--- src/rtl/uart_irq_pkg.sv ---
package uart_irq_pkg;

  typedef enum logic [1:0] {
    SRC_MODEM  = 2'b00,
    SRC_THRE   = 2'b01,
    SRC_RXDATA = 2'b10,
    SRC_LINE   = 2'b11
  } irq_src_e;

  localparam int NUM_SRC = 4;

  // priority slot -> identification code (slot 0 is most urgent)
  function automatic irq_src_e slot_code(input logic [1:0] slot);
    case (slot)
      2'd0:    slot_code = SRC_LINE;
      2'd1:    slot_code = SRC_RXDATA;
      2'd2:    slot_code = SRC_THRE;
      default: slot_code = SRC_MODEM;
    endcase
  endfunction

endpackage

--- src/rtl/uart_irq_trig.sv ---
module uart_irq_trig #(
  parameter int CNT_W = 5,
  parameter int LVL_A = 1,
  parameter int LVL_B = 4,
  parameter int LVL_C = 8,
  parameter int LVL_D = 14
) (
  input  logic [1:0]       trig_sel,
  input  logic [CNT_W-1:0] rx_count,
  output logic             hit
);

  logic [CNT_W-1:0] level;

  always_comb begin
    case (trig_sel)
      2'b00:   level = CNT_W'(LVL_A);
      2'b01:   level = CNT_W'(LVL_B);
      2'b10:   level = CNT_W'(LVL_C);
      default: level = CNT_W'(LVL_D);
    endcase
    hit = (rx_count >= level);
  end

endmodule

--- src/rtl/uart_irq_tout.sv ---
module uart_irq_tout #(
  parameter int CNT_W      = 5,
  parameter int TOUT_CHARS = 4
) (
  input  logic             clk,
  input  logic             rst_n,
  input  logic             fifo_en,
  input  logic [CNT_W-1:0] rx_count,
  input  logic             rx_push,
  input  logic             rx_pop,
  input  logic             char_tick,
  output logic             tout_act
);

  localparam int TW = $clog2(TOUT_CHARS + 1);

  logic [TW-1:0] tcnt_q, tcnt_d;
  logic          tflag_q, tflag_d;
  logic          restart, adv, upd;

  always_comb begin
    restart = !fifo_en || (rx_count == '0) || rx_push || rx_pop;
    adv     = char_tick && !tflag_q;
    upd     = restart || adv;
    tcnt_d  = tcnt_q;
    tflag_d = tflag_q;
    if (restart) begin
      tcnt_d  = '0;
      tflag_d = 1'b0;
    end else if (adv) begin
      tcnt_d = tcnt_q + TW'(1);
      if (tcnt_q == TW'(TOUT_CHARS - 1)) tflag_d = 1'b1;
    end
  end

  always_ff @(posedge clk or negedge rst_n) begin
    if (!rst_n) begin
      tcnt_q  <= '0;
      tflag_q <= 1'b0;
    end else if (upd) begin
      tcnt_q  <= tcnt_d;
      tflag_q <= tflag_d;
    end
  end

  assign tout_act = tflag_q && fifo_en && (rx_count != '0);

endmodule

--- src/rtl/uart_irq_thre.sv ---
module uart_irq_thre (
  input  logic clk,
  input  logic rst_n,
  input  logic thr_empty,
  input  logic thr_write,
  input  logic rd_clear,
  output logic pend
);

  logic empty_q;
  logic pend_q, pend_d;
  logic rise;

  always_comb begin
    rise   = thr_empty && !empty_q;
    pend_d = pend_q;
    if (thr_write || rd_clear) pend_d = 1'b0;
    else if (rise)             pend_d = 1'b1;
  end

  always_ff @(posedge clk or negedge rst_n) begin
    if (!rst_n) begin
      empty_q <= 1'b1;
      pend_q  <= 1'b0;
    end else begin
      empty_q <= thr_empty;
      pend_q  <= pend_d;
    end
  end

  assign pend = pend_q;

endmodule

--- src/rtl/uart_irq_prio.sv ---
module uart_irq_prio #(
  parameter int N = 4
) (
  input  logic [N-1:0]         req,
  output logic                 any,
  output logic [$clog2(N)-1:0] slot
);

  always_comb begin
    any  = 1'b0;
    slot = '0;
    for (int i = N - 1; i >= 0; i--) begin
      if (req[i]) begin
        any  = 1'b1;
        slot = ($clog2(N))'(i);
      end
    end
  end

endmodule

--- src/rtl/uart_irq_ident.sv ---
module uart_irq_ident
  import uart_irq_pkg::*;
#(
  parameter int FIFO_DEPTH = 16,
  parameter int TOUT_CHARS = 4,
  localparam int CNT_W     = $clog2(FIFO_DEPTH + 1)
) (
  input  logic             clk,
  input  logic             rst_n,
  input  logic [3:0]       irq_en,
  input  logic             fifo_en,
  input  logic [1:0]       trig_sel,
  input  logic [CNT_W-1:0] rx_count,
  input  logic             rx_push,
  input  logic             rx_pop,
  input  logic             char_tick,
  input  logic             line_err,
  input  logic             thr_empty,
  input  logic             thr_write,
  input  logic             modem_chg,
  input  logic             ident_rd,
  output logic [7:0]       ident,
  output logic             irq
);

  // reset: asserted asynchronously, released on the clock
  logic [1:0] rsync_q;
  logic       rst_i_n;

  always_ff @(posedge clk or negedge rst_n) begin
    if (!rst_n) rsync_q <= 2'b00;
    else        rsync_q <= {rsync_q[0], 1'b1};
  end
  assign rst_i_n = rsync_q[1];

  logic trig_hit, tout_act, thre_pend, rx_src;
  logic [NUM_SRC-1:0] req;
  logic any;
  logic [1:0] slot;
  irq_src_e code;
  logic thre_shown;

  uart_irq_trig #(.CNT_W(CNT_W)) u_trig (
    .trig_sel (trig_sel),
    .rx_count (rx_count),
    .hit      (trig_hit)
  );

  uart_irq_tout #(.CNT_W(CNT_W), .TOUT_CHARS(TOUT_CHARS)) u_tout (
    .clk       (clk),
    .rst_n     (rst_i_n),
    .fifo_en   (fifo_en),
    .rx_count  (rx_count),
    .rx_push   (rx_push),
    .rx_pop    (rx_pop),
    .char_tick (char_tick),
    .tout_act  (tout_act)
  );

  uart_irq_thre u_thre (
    .clk       (clk),
    .rst_n     (rst_i_n),
    .thr_empty (thr_empty),
    .thr_write (thr_write),
    .rd_clear  (ident_rd && thre_shown),
    .pend      (thre_pend)
  );

  always_comb begin
    rx_src = fifo_en ? (trig_hit || tout_act) : (rx_count != '0);
    req[0] = irq_en[2] && line_err;
    req[1] = irq_en[0] && rx_src;
    req[2] = irq_en[1] && thre_pend;
    req[3] = irq_en[3] && modem_chg;
  end

  uart_irq_prio #(.N(NUM_SRC)) u_prio (
    .req  (req),
    .any  (any),
    .slot (slot)
  );

  always_comb begin
    code       = any ? slot_code(slot) : SRC_MODEM;
    thre_shown = any && (code == SRC_THRE);
    ident[7:6] = {2{fifo_en}};
    ident[5:4] = 2'b00;
    ident[3]   = any && (code == SRC_RXDATA) && tout_act;
    ident[2:1] = code;
    ident[0]   = !any;
    irq        = any;
  end

endmodule

--- config.mk ---
export PLATFORM = sky130hd
export DESIGN_NAME = uart_irq_ident
export DESIGN_NICKNAME = d
export VERILOG_FILES = /design/src/rtl/uart_irq_pkg.sv /design/src/rtl/uart_irq_trig.sv /design/src/rtl/uart_irq_tout.sv /design/src/rtl/uart_irq_thre.sv /design/src/rtl/uart_irq_prio.sv /design/src/rtl/uart_irq_ident.sv
export SDC_FILE = /design/constraint.sdc
export NUM_CORES = 1
export LEC_CHECK = 0
export BUFFER_PORTS_ARGS = -buffer_cell sky130_fd_sc_hd__buf_2
export CORE_MARGIN = 5
export CORE_UTILIZATION = 46
export CTS_BUF_LIST = sky130_fd_sc_hd__clkbuf_4 sky130_fd_sc_hd__clkbuf_8
export DETAILED_ROUTE_END_ITERATION = 10
export PLACE_DENSITY = 0.87
export SYNTH_ARGS = -nofsm -noshare
export SYNTH_HDL_FRONTEND = slang
export SYNTH_SLANG_ARGS = --single-unit
--- constraint.sdc ---
create_clock -name clk -period 1.9 [get_ports clk]
set_input_delay 0.285 -clock clk [delete_from_list [all_inputs] [get_ports clk]]
set_output_delay 0.285 -clock clk [all_outputs]
set_load 0.005 [all_outputs]
==> impl_table.tex <==
\begin{tabular}{lr}
\hline
Metric & Value \\
\hline
\multicolumn{2}{l}{\textbf{Pwr}} \\
\quad Logic pwr share & 26.2\% \\
\quad Switching Fraction & 25.2\% \\
\quad Internal portion of total power & 0.336 mW \\
\quad Static leakage & 0.434 nW \\
\quad Part of the total power dissipated in the clock network & about a third \\
\quad Highest ir drop seen on vdd & 273 uV \\
\quad Power density over the cells & roughly 530 nW/um2 \\
\quad Sw Pwr & 0.113 mW \\
\quad Portion of total power attributed to sequential cells & 40.6\% \\
\multicolumn{2}{l}{\textbf{GRT}} \\
\quad M1 GR Usage & 16.7\% \\
\quad Met3 routing resource usage after global routing & 0.391\% \\
\quad Global-route wire length before repair & between 2000 and 3000 um \\
\quad GR Util met2 & 32.1\% \\
\quad Overflow left after global routing & 0 \\
\quad Maximum number of pins on one net before global-route repair & 8 \\
\quad Total track usage & 16.6\% \\
\quad Number of antenna violations at the first check in global routing & 0 \\
\quad GR peak layer & met2 \\
\quad Via count of the first global-routing pass & 672 \\
\multicolumn{2}{l}{\textbf{Die}} \\
\quad Die area & 2140 um2 \\
\quad Effective utilization at floorplan & 47.5\% \\
\quad Placement Rows & 13 \\
\quad Core region area & 1270 um2 \\
\quad Die span in x & 46.2 um \\
\quad Floorplan die height & about 46 um \\
\quad IO Pins & 31 \\
\multicolumn{2}{l}{\textbf{Drt}} \\
\quad Iteration count of the initial detailed-routing pass & 4 \\
\quad Count of unresolved DRC violations after routing & 0 \\
\quad Mean number of vias per cell & 5.20 \\
\quad Routed wire length & 1490 um \\
\quad Antenna-violating nets left & 0 \\
\quad DR iter-0 viols & 4 \\
\quad Wirelength per Cell & 12.9 um \\
\quad Detailed-route via count & about 600 \\
\multicolumn{2}{l}{\textbf{Timing}} \\
\quad Max-slew violation total from the final report & 0 \\
\quad Min Hold Slack & 0.0729 ns \\
\quad Unrepaired setup endpoints after global routing & true \\
\quad Final setup violation count & 4 \\
\quad Hold Violations, Final & 0 \\
\quad Worst clock skew & 0.0122 ns \\
\quad Timing-limited maximum frequency & between 500 and 600 MHz \\
\quad Minimum period implied by the final worst setup slack & 1.96 ns \\
\quad Fin worst setup slack & -0.0557 ns \\
\quad Final period utilization & 103\% \\
\multicolumn{2}{l}{\textbf{Worst setup path}} \\
\quad Startpoint kind of the worst setup timing path & input port \\
\quad Kind of end point of the critical path & output port \\
\quad Highest net fanout along the worst path & 3 \\
\quad Endpoint arrival time on the critical path & 1.67 ns \\
\quad Endpoint required time on the critical path & 1.62 ns \\
\quad Critical path class & in -> out \\
\multicolumn{2}{l}{\textbf{Outcome}} \\
\quad Failing checks & negative setup slack \\
\quad Outcome & finished, violations left \\
\multicolumn{2}{l}{\textbf{Min path}} \\
\quad Hold WC Path Type & reg -> async \\
\multicolumn{2}{l}{\textbf{Clock network}} \\
\quad Clock network latency to the later pin of the worst-skew pair & roughly 0.25 ns \\
\quad Maximum clock insertion buffer count & 2 \\
\quad Number of levels in the clock H-tree & 1 \\
\quad TritonCTS Buffers & 3 \\
\quad Clock transition at the registers of the reported paths & 0.06 ns \\
\quad TritonCTS clock tree & built \\
\quad Clock net sink count & 8 \\
\quad CTS Root Cell & sky130\_fd\_sc\_hd\_\_clkbuf\_4 \\
\quad Buffer count from post-CTS setup fixing & 0 \\
\multicolumn{2}{l}{\textbf{Synthesis}} \\
\quad Synth Area per Inst & 9.14 um2 \\
\quad Count of synthesis-stage warnings from yosys & 0 \\
\quad Number of synthesized flops with an enable pin & 0 \\
\quad Post-synthesis async set-or-reset flop share & 100\% \\
\quad Netlist area before placement & 603 um2 \\
\quad Dominant synthesized flop cell & sky130\_fd\_sc\_hd\_\_dfrtp\_1 \\
\quad Synthesized netlist cell count & 66 \\
\quad Flops \& latches, synth & 8 \\
\quad Unique masters post-synth & 29 \\
\quad Sequential fraction of the synthesis area & about a third \\
\multicolumn{2}{l}{\textbf{Placed design}} \\
\quad Cell count after placement & 110 \\
\quad Final Wtd Congestion & 0.744 \\
\quad Number of buffers inserted by port buffering & 28 \\
\quad Post-DP HPWL & approximately 1200 um \\
\multicolumn{2}{l}{\textbf{Final layout}} \\
\quad Final standard cell count with taps included and fillers excluded & 115 \\
\quad Area Overhead vs Synth & 41.7\% \\
\quad Antenna diodes & 0 \\
\quad Count of nets after finishing & around 130 \\
\quad Layout cell share with drive strength beyond 1 & 45.0\% \\
\multicolumn{2}{l}{\textbf{Run}} \\
\quad \# Max-Cap Violations & 0 \\
\hline
\end{tabular}
-- per-stage QoR --
step	utilization (%)	setup slack [ns]	total power [mW]	area, um2	TNS, ns
after floorplan	-	0.102	0.241	607	0
after global placement	60.4	-0.120	0.283	766	-0.397
after detailed placement	60.4	-0.173	0.287	766	-0.572
after CTS	65.7	-0.0528	0.449	833	-0.0875
after global routing	67.4	-0.142	0.475	855	-0.444
final	67.4	-0.0557	0.449	855	-0.152
-- power groups by stage --
| stage | logic (mW) | clock network, mW | registers [mW] |
|---|---|---|---|
| after CTS | 0.113 | 0.154 | 0.182 |
| final | 0.118 | 0.149 | 0.182 |
| after floorplan | 0.0574 | 0 | 0.184 |
| after detailed placement | 0.102 | 0 | 0.185 |
| after global routing | 0.132 | 0.159 | 0.183 |
| after global placement | 0.0986 | 0 | 0.185 |
-- flip-flops by register name, summed over array words and instances, names as in the netlist --
name            count
u_tout.tflag_q      1
u_tout.tcnt_q       3
u_thre.pend         1
rsync_q             2
u_thre.empty_q      1
-- Yosys cell counts (all sizes together), types with 2 or more instances --
| library cell | instances | share of area, % |
|---|---|---|
| nand2 | 4 | 2.5 |
| conb | 2 | 1.2 |
| nor2 | 7 | 4.4 |
| dfrtp | 7 | 29 |
| o21ai | 4 | 3.3 |
| ha | 6 | 12 |
| buf | 4 | 5.0 |
| a21oi | 2 | 1.7 |
| inv | 7 | 4.4 |
| nor2b | 2 | 2.1 |
| o21a | 2 | 2.5 |
| nand3 | 2 | 1.7 |
-- cells in the final DEF, fill, tap and decap left out, types with 2 or more instances in the layout --
master                     instances
sky130_fd_sc_hd__o21a_1            2
sky130_fd_sc_hd__buf_4             4
sky130_fd_sc_hd__nor2b_1           2
sky130_fd_sc_hd__nand3_1           2
sky130_fd_sc_hd__o21ai_0           4
sky130_fd_sc_hd__clkbuf_4          4
sky130_fd_sc_hd__dfrtp_1           7
sky130_fd_sc_hd__ha_1              4
sky130_fd_sc_hd__nor2_1            6
sky130_fd_sc_hd__nand2_1           4
sky130_fd_sc_hd__conb_1            3
sky130_fd_sc_hd__buf_2            26
sky130_fd_sc_hd__inv_1             7
sky130_fd_sc_hd__a21oi_1           2
-- layer usage --
| layer | up-vias | routed length, um | share of wire, % |
|---|---|---|---|
| met2 | 19 | 839 | 56 |
| met3 | 2 | 66 | 4.4 |
| li1 | 292 | - | - |
| met1 | 285 | 562 | 38 |
| met5 | - | 0 | 0 |
| met4 | 0 | 19 | 1.3 |
-- path summary, 6_finish.rpt --
kind | startpoint | slack [ns] | end | cells after the start
min in group clk | thr_empty | 0.15 | u_thre.empty_q | 1
worst max register to register | u_tout.tcnt_q[0] | 0.69 | u_tout.tcnt_q[2] | 3
max in group asynchronous | rst_n | 1.45 | rsync_q[0] | 2
worst min-delay path | rsync_q[1] | 0.07 | u_tout.tcnt_q[1] | 0
worst max-delay path | trig_sel[1] | -0.06 | ident[0] | 8
worst min register to register | rsync_q[1] | 0.07 | u_tout.tcnt_q[1] | 0
-- what timing repair did --
action,4_1_cts,5_1_grt
cloned,0,0
endpoints found under the hold margin,2,0
resized for setup,6,3
hold buffers,1,0
pin swaps,9,4
setup endpoints to repair,4,4
-- layout make-up --
class                           instances  area (um2)
Clock buffer                            4        30.0
Fill cell                             105         414
Inverter                                7        26.3
Multi-Input combinational cell         48         382
Sequential cell                         8         201
Tap cell                               15        18.8
Timing Repair Buffer                   33         196
-- cells by family (layout without fill, tap and decap cells) --
group                      Yosys count  count (layout)  synth area share, %
adders and majority gates            6               6                 12.4
and+or+nand+nor                     21              21                 17.6
DFF                                  8               8                 33.4
other                                2               3                 1.25
muxes                                1               1                 1.66
buffers and inverters               11              44                 9.34
AOI/OAI and AO/OA                   16              16                 22.8
xor gates and xnor gates             1               1                 1.45
-- worst max-delay path, cell delays in order --
cell	delay (ns)
sky130_fd_sc_hd__buf_8	0.10
sky130_fd_sc_hd__nor2_4	0.11
sky130_fd_sc_hd__ha_4	0.20
sky130_fd_sc_hd__nand2b_4	0.14
sky130_fd_sc_hd__a2111oi_4	0.37
sky130_fd_sc_hd__o21a_1	0.19
sky130_fd_sc_hd__o2111a_1	0.17
sky130_fd_sc_hd__buf_2	0.10
(Power assumes the default switching activity.)
